$ cat config.mk
export PLATFORM = sky130hd
export DESIGN_NAME = mdio_phy_resp
export DESIGN_NICKNAME = d
export VERILOG_FILES = /design/src/rtl/mdio_resp_pkg.sv /design/src/rtl/mdio_rx_fsm.sv /design/src/rtl/mdio_reg_bank.sv /design/src/rtl/mdio_phy_resp.sv
export SDC_FILE = /design/constraint.sdc
export NUM_CORES = 1
export LEC_CHECK = 0
export CORE_MARGIN = 3
export CORE_UTILIZATION = 25
export CTS_CLUSTER_DIAMETER = 150
export DETAILED_ROUTE_END_ITERATION = 6
export DONT_BUFFER_PORTS = 1
export SYNTH_ARGS = -nofsm -noshare
export SYNTH_HDL_FRONTEND = slang
export SYNTH_SLANG_ARGS = --single-unit
$ cat constraint.sdc
create_clock -name mdc -period 7.9 [get_ports mdc]
set_clock_uncertainty 0.2 [all_clocks]
set_input_delay 0.395 -clock mdc [delete_from_list [all_inputs] [get_ports mdc]]
set_output_delay 0.395 -clock mdc [all_outputs]
set_load 0.005 [all_outputs]
$ cat src/rtl/mdio_resp_pkg.sv
// Shared types for the station-management responder.
// Assumes a clause-22 frame layout: start 01, 2-bit opcode, two 5-bit addresses.
package mdio_resp_pkg;

    typedef enum logic [1:0] {
        RX_IDLE  = 2'd0,   // counting ones, waiting for a start pair
        RX_START = 2'd1,   // first start bit (0) seen
        RX_HEAD  = 2'd2,   // shifting opcode and addresses
        RX_BODY  = 2'd3    // turnaround and data bits
    } rx_state_t;

    typedef enum logic [1:0] {
        ACT_SKIP  = 2'd0,
        ACT_READ  = 2'd1,
        ACT_WRITE = 2'd2
    } frame_act_t;

    localparam logic [1:0] OPC_READ  = 2'b10;
    localparam logic [1:0] OPC_WRITE = 2'b01;

endpackage

$ cat src/rtl/mdio_rx_fsm.sv
// Frame decoder and read serializer for the management link.
// Samples mdio_i on each rising clock edge. It finds the start pair, then
// shifts in the header. A frame is served if the station address matches
// (or match_all is set). The serializer drives read data back, and the
// decoder emits a one-cycle write strobe after the last data bit.
// Assumes rd_data is a combinational function of reg_addr.
module mdio_rx_fsm
    import mdio_resp_pkg::*;
#(
    parameter int AW      = 5,
    parameter int DW      = 16,
    parameter int PRE_LEN = 32
) (
    input  logic          clk,
    input  logic          rst_n,
    input  logic          mdio_i,
    input  logic          no_preamble,
    input  logic          match_all,
    input  logic [AW-1:0] phy_addr_cfg,
    input  logic [DW-1:0] rd_data,
    output logic [AW-1:0] reg_addr,
    output logic          wr_stb,
    output logic [DW-1:0] wr_data,
    output logic          mdio_o,
    output logic          mdio_oe
);

    localparam int HDR_LEN  = 2 + 2 * AW;
    localparam int BODY_LEN = 2 + DW;
    localparam int CNT_MAX  = (HDR_LEN > BODY_LEN) ? HDR_LEN : BODY_LEN;
    localparam int CNT_W    = $clog2(CNT_MAX);
    localparam int PRE_W    = $clog2(PRE_LEN + 1);

    rx_state_t          state_q;
    frame_act_t         act_q;
    logic [PRE_W-1:0]   ones_q;
    logic [CNT_W-1:0]   cnt_q;
    logic [HDR_LEN-1:0] hdr_q;
    logic [HDR_LEN-1:0] hdr_next;
    logic [DW-1:0]      tx_q;
    logic [DW-1:0]      rx_q;
    logic [1:0]         hdr_op;
    logic [AW-1:0]      hdr_phy;
    logic               hdr_hit;

    // Split the completed header into its fields.
    always_comb begin
        hdr_next = {hdr_q[HDR_LEN-2:0], mdio_i};
        hdr_op   = hdr_next[HDR_LEN-1 -: 2];
        hdr_phy  = hdr_next[2*AW-1 -: AW];
        hdr_hit  = match_all || (hdr_phy == phy_addr_cfg);
    end

    // Frame state machine, read serializer and write capture.
    always_ff @(posedge clk) begin
        if (!rst_n) begin
            state_q  <= RX_IDLE;
            act_q    <= ACT_SKIP;
            ones_q   <= '0;
            cnt_q    <= '0;
            hdr_q    <= '0;
            tx_q     <= '0;
            rx_q     <= '0;
            reg_addr <= '0;
            wr_stb   <= 1'b0;
            wr_data  <= '0;
            mdio_o   <= 1'b0;
            mdio_oe  <= 1'b0;
        end else begin
            wr_stb <= 1'b0;
            case (state_q)
                RX_IDLE: begin
                    if (mdio_i) begin
                        if (ones_q != PRE_W'(PRE_LEN)) ones_q <= ones_q + 1'b1;
                    end else begin
                        if (no_preamble || ones_q == PRE_W'(PRE_LEN)) state_q <= RX_START;
                        ones_q <= '0;
                    end
                end
                RX_START: begin
                    state_q <= mdio_i ? RX_HEAD : RX_IDLE;
                    cnt_q   <= '0;
                end
                RX_HEAD: begin
                    hdr_q <= hdr_next;
                    cnt_q <= cnt_q + 1'b1;
                    if (cnt_q == CNT_W'(HDR_LEN - 1)) begin
                        state_q  <= RX_BODY;
                        cnt_q    <= '0;
                        reg_addr <= hdr_next[AW-1:0];
                        if (hdr_hit && hdr_op == OPC_READ)       act_q <= ACT_READ;
                        else if (hdr_hit && hdr_op == OPC_WRITE) act_q <= ACT_WRITE;
                        else                                     act_q <= ACT_SKIP;
                    end
                end
                RX_BODY: begin
                    cnt_q <= cnt_q + 1'b1;
                    if (act_q == ACT_READ) begin
                        if (cnt_q == '0) begin
                            mdio_oe <= 1'b1;
                            mdio_o  <= 1'b0;
                            tx_q    <= rd_data;
                        end else if (cnt_q <= CNT_W'(DW)) begin
                            mdio_o <= tx_q[DW-1];
                            tx_q   <= {tx_q[DW-2:0], 1'b0};
                        end
                    end
                    if (act_q == ACT_WRITE && cnt_q >= CNT_W'(2)) begin
                        rx_q <= {rx_q[DW-2:0], mdio_i};
                    end
                    if (cnt_q == CNT_W'(BODY_LEN - 1)) begin
                        state_q <= RX_IDLE;
                        ones_q  <= '0;
                        mdio_oe <= 1'b0;
                        mdio_o  <= 1'b0;
                        wr_stb  <= (act_q == ACT_WRITE);
                        wr_data <= {rx_q[DW-2:0], mdio_i};
                    end
                end
                default: state_q <= RX_IDLE;
            endcase
        end
    end

endmodule

$ cat src/rtl/mdio_reg_bank.sv
// Register bank behind the management link.
// Normal mode has a control word with self-clearing bits and a reset bit,
// fixed status and identifier words, and a fill word for the rest.
// Test mode has a separate array of fully writable words.
// Assumes wr_stb is a single-cycle pulse and that CTRL_INIT has no
// self-clearing bit set.
module mdio_reg_bank #(
    parameter int          AW         = 5,
    parameter int          DW         = 16,
    parameter int          RST_BIT    = 15,
    parameter logic [15:0] SC_MASK    = 16'h8200,
    parameter logic [15:0] CTRL_INIT  = 16'h3100,
    parameter logic [15:0] STATUS_VAL = 16'h7849,
    parameter logic [15:0] ID_HI      = 16'h0141,
    parameter logic [15:0] ID_LO      = 16'h0C2A,
    parameter logic [15:0] FILL_VAL   = 16'hDEAD
) (
    input  logic          clk,
    input  logic          rst_n,
    input  logic          test_mode,
    input  logic          clr_test,
    input  logic          wr_stb,
    input  logic [AW-1:0] addr,
    input  logic [DW-1:0] wr_data,
    output logic [DW-1:0] rd_data,
    output logic [DW-1:0] ctrl_q
);

    localparam int NREG = 1 << AW;

    logic [DW-1:0] test_q [NREG];

    // Control word: a write with the reset bit reloads the default; otherwise
    // the self-clearing bits are dropped.
    always_ff @(posedge clk) begin
        if (!rst_n) begin
            ctrl_q <= DW'(CTRL_INIT);
        end else if (wr_stb && !test_mode && addr == '0) begin
            ctrl_q <= wr_data[RST_BIT] ? DW'(CTRL_INIT) : (wr_data & ~DW'(SC_MASK));
        end
    end

    for (genvar g = 0; g < NREG; g++) begin : g_test
        // One test-mode word; reset or clear zeroes it.
        always_ff @(posedge clk) begin
            if (!rst_n || clr_test) begin
                test_q[g] <= '0;
            end else if (wr_stb && test_mode && addr == AW'(g)) begin
                test_q[g] <= wr_data;
            end
        end
    end

    // Read selection by mode and address.
    always_comb begin
        if (test_mode) begin
            rd_data = test_q[addr];
        end else begin
            case (addr)
                AW'(0):  rd_data = ctrl_q;
                AW'(1):  rd_data = DW'(STATUS_VAL);
                AW'(2):  rd_data = DW'(ID_HI);
                AW'(3):  rd_data = DW'(ID_LO);
                default: rd_data = DW'(FILL_VAL);
            endcase
        end
    end

endmodule

$ cat src/rtl/mdio_phy_resp.sv
// Station-management responder top: frame decoder plus register bank.
// Clocked by the management clock itself with a synchronous active-low
// reset. The caller combines mdio_o and mdio_oe into the shared line.
module mdio_phy_resp #(
    parameter int          AW         = 5,
    parameter int          DW         = 16,
    parameter int          PRE_LEN    = 32,
    parameter logic [15:0] CTRL_INIT  = 16'h3100,
    parameter logic [15:0] STATUS_VAL = 16'h7849,
    parameter logic [15:0] ID_HI      = 16'h0141,
    parameter logic [15:0] ID_LO      = 16'h0C2A,
    parameter logic [15:0] FILL_VAL   = 16'hDEAD
) (
    input  logic          mdc,
    input  logic          rst_n,
    input  logic          mdio_i,
    input  logic [AW-1:0] phy_addr_cfg,
    input  logic          test_mode,
    input  logic          no_preamble,
    input  logic          clr_test,
    output logic          mdio_o,
    output logic          mdio_oe
);

    logic [AW-1:0] reg_addr;
    logic          wr_stb;
    logic [DW-1:0] wr_data;
    logic [DW-1:0] rd_data;
    logic [DW-1:0] ctrl_q;

    mdio_rx_fsm #(.AW(AW), .DW(DW), .PRE_LEN(PRE_LEN)) u_rx (
        .clk          (mdc),
        .rst_n        (rst_n),
        .mdio_i       (mdio_i),
        .no_preamble  (no_preamble),
        .match_all    (test_mode),
        .phy_addr_cfg (phy_addr_cfg),
        .rd_data      (rd_data),
        .reg_addr     (reg_addr),
        .wr_stb       (wr_stb),
        .wr_data      (wr_data),
        .mdio_o       (mdio_o),
        .mdio_oe      (mdio_oe)
    );

    mdio_reg_bank #(
        .AW(AW), .DW(DW), .CTRL_INIT(CTRL_INIT), .STATUS_VAL(STATUS_VAL),
        .ID_HI(ID_HI), .ID_LO(ID_LO), .FILL_VAL(FILL_VAL)
    ) u_bank (
        .clk       (mdc),
        .rst_n     (rst_n),
        .test_mode (test_mode),
        .clr_test  (clr_test),
        .wr_stb    (wr_stb),
        .addr      (reg_addr),
        .wr_data   (wr_data),
        .rd_data   (rd_data),
        .ctrl_q    (ctrl_q)
    );

endmodule

==> impl_metrics.toml <==
[outcome]
status = "finished clean"

[timing]
setup_viol = 0
final.min_clock_period_ps = 3410
setup_slack_ps = 4490
period_share_pct = 43.2
relSlewSlack_pct = 15.1
rsz0062_at_grt = "false"
worst_pin_slew_ps = 1270
finalHoldViolations = 0
max_freq_ghz = 0.293
fin_setup_tns_ps = 0
fin_hold_ws_ps = 34.3
drv_slew = 0

[cts]
htree_levels = 3
cts_resized = 0
cts_made_buffers = 67
cts.sinks = 612
clk_latency_ps = 610
cts_buffer_depth = 3
cts_tree = "done"
cts_root_buf = "clkbuf_16"
path_clk_slew_ps = 60

[pwr]
seqPwrFrac_pct = 52.4
p_sw_share_pct = 20.7
switching_power_mw = 1.43
power_frac_clock_pct = 44.9
combPwrFrac_pct = 2.8
powerDensity_nw_per_um2 = 216
fin_total_pwr_mw = 6.92
intPower_mw = 5.49
leakagePower_nw = 11.4
max-vdd-ir-drop_uv = 178

[logic_synthesis]
ys.flop_type = "edfxtp_1"
ys_warn_count = 0
synthArstFlopShare_pct = 0
ys_ff_latch = 612
synthMuxAreaShare_pct = 12.1
synth_top_family_by_area = "simple AND/OR/NAND/NOR gates"
syn_inst = 2048
ys_types = 72
synth_edf_count = 512
ys_seq_area_share_pct = 61.7
yosys.area_share.simple_pct = 17.3
synth_fp_nets = 2065
synth-xor-area-share_pct = 0.342
synthAdderAreaFrac_pct = 0.267
syn_area_sq_um = 28200
syn_area_per_cell_sq_um = 13.7
synth_compound_area_share_pct = 5.19

[placed_design]
place_area_sq_um = 29700
hpwl_mm = 44.7
dp_slack_ps = 4470
placed_cells = 3428
gp_congestion = 0.862
port_buffers = 0

[critical_path]
cp.buffers_inverters = 1
cp_slowest_cell = "dfxtp_4"
critPathMaxFanout = 86
critPathKind = "reg2reg"
r2r_end = "u_rx.tx_q[6]"
required_ps = 8200
start_kind = "flop"
r2r_slack_ps = 4490
cp.arrival_ps = 3710
cp_cell_sequence = "buf_12 > mux4_1 > or3_1 > o21ai_0 > a2111oi_0 > a22o_1"
max_stage_delay_ps = 910
cp-end-kind = "flop"
crit_family = "flip-flops"
r2r_cells = 6

[die]
io_pins = 13
die_w_um = 342
core_area_sq_um = 111000
die_y_um = 342
start_util_pct = 25.3
die_area_sq_um = 117000
std_cell_rows = 122

[grt]
grt_pass1_vias = 16400
grt_usage_pct = 12.8
grt-ovfl-total = 0
grt_pass1_wl_mm = 113
antenna_found_initial = 4
grt_max_degree = 91

[worst_hold_path]
min_path_type = "in2reg"
hp-start = "test_mode"
min_to = "u_rx.act_q[1]"
hold_depth = 4

[layout]
layout.area.seq_sq_um = 17400
multiInputGateArea_sq_um = 9960
final_nets = 2035
drive_gt1_share_pct = 14.5
final_area_sq_um = 32000
utilization_pct = 28.8
fillers = 11200
syn2layout_area_growth_pct = 13.6
layout.cells.non_filler = 3558
antenna_cells = 0

[route]
ant_nets = 0
routed_via_density = 4.66
initialDrtViolationCount = 1680
wl_per_cell_um = 21.3
remaining_drc_errors = 0
num_vias = 16600
drt-total-wl_mm = 75.9
drt_pass1_iterations = 5

[flow_run]
maxCapViolations = 0
==> cells in the final DEF (no fill, tap or decap), types with 20 or more instances in the layout <==
cell / instances
a21boi_0: 36
and2_1: 518
buf_4: 62
clkbuf_16: 73
dfxtp_1: 89
edfxtp_1: 512
mux2i_1: 59
mux4_2: 104
nand2_1: 112
nor2_1: 82
nor2b_1: 42
o21ai_0: 23
o21ai_1: 20
==> layout make-up <==
cell class	instances	area share (%)
Sequential cell	612	54.4
Tap cell	1488	5.82
Clock inverter	29	0.727
Inverter	8	0.0939
Timing Repair Buffer	72	1.85
Clock buffer	92	6.00
Multi-Input combinational cell	1257	31.1
==> timing repair <==
action / in CTS / in global routing
endpoints found under the hold margin: 100 / 0
hold buffers: 9 / 0
setup buffers: 0 / 0
==> Yosys cell counts, drive strengths merged (6+ instances only) <==
master	number	share of area, %
nand3	17	0.30
buf	50	1.3
nand3b	16	0.43
a211oi	9	0.24
nor2b	42	0.93
a2111oi	7	0.28
inv	8	0.11
a22o	13	0.40
o31ai	6	0.16
dfxtp	100	7.1
a21oi	16	0.30
a22oi	13	0.35
a21boi	43	1.1
mux4	120	9.8
edfxtp	512	55
o22ai	10	0.22
or4	6	0.17
mux2i	59	2.1
clkbuf	121	1.7
and2	519	12
ha	6	0.27
nor3b	6	0.16
nor2	82	1.1
o21ai	57	1.0
xor2	6	0.19
nand2	112	1.5
nor3	21	0.41
==> worst max path at each step <==
| stage | cells past startpoint | endpoint | startpoint |
|---|---|---|---|
| final | 6 | u_rx.tx_q[6] | flop |
| after floorplan | 4 | u_bank.test_q[31][0] | u_rx.reg_addr[0] |
| after global routing | 6 | u_rx.tx_q[6] | flop |
| after global placement | 6 | u_rx.tx_q[6] | flop |
| after CTS | 6 | u_rx.tx_q[6] | flop |
| after detailed placement | 6 | u_rx.tx_q[6] | flop |
==> per-layer routing <==
metal  part of all wire (%)  track usage (%)
met1                     43             17.7
met2                     47             20.7
met3                    7.1             2.07
met4                    2.4             3.84
met5                      0                0
==> power groups by stage <==
stage	combinational [mW]	sequential (mW)	clock, mW
2_1_floorplan	0.113	3.68	0
3_3_place_gp	0.179	3.69	0
3_5_place_dp	0.180	3.69	0
4_1_cts	0.193	3.62	3.16
5_1_grt	0.201	3.63	3.28
6_report	0.191	3.62	3.10
==> worst reg2reg max path: cells and delay by family, from the launching register on <==
kind / cells / cell delay [ps]
mux: 1 / 700
simple gates: 1 / 300
buf+inv: 1 / 640
compound gates: 3 / 550
flops: 1 / 910
==> cell families after synthesis <==
| group | count (synthesis) |
|---|---|
| compound gates | 208 |
| xor+xnor | 11 |
| fa+ha+maj | 6 |
| buf+inv | 179 |
| flops | 612 |
| mux | 184 |
| simple gates | 848 |
==> flip-flops by register name, indices dropped and copies added, names as in the netlist, 2 cells and up, named ones only <==
name / cells
u_rx.ones_q: 6
u_bank.ctrl_q: 14
u_rx.hdr_q: 11
u_rx.act_q: 2
u_rx.rx_q: 15
u_rx.reg_addr: 5
u_bank.test_q: 512
u_rx.cnt_q: 5
u_rx.wr_data: 16
u_rx.tx_q: 16
No activity file was read; power rests on OpenSTA's default activity.
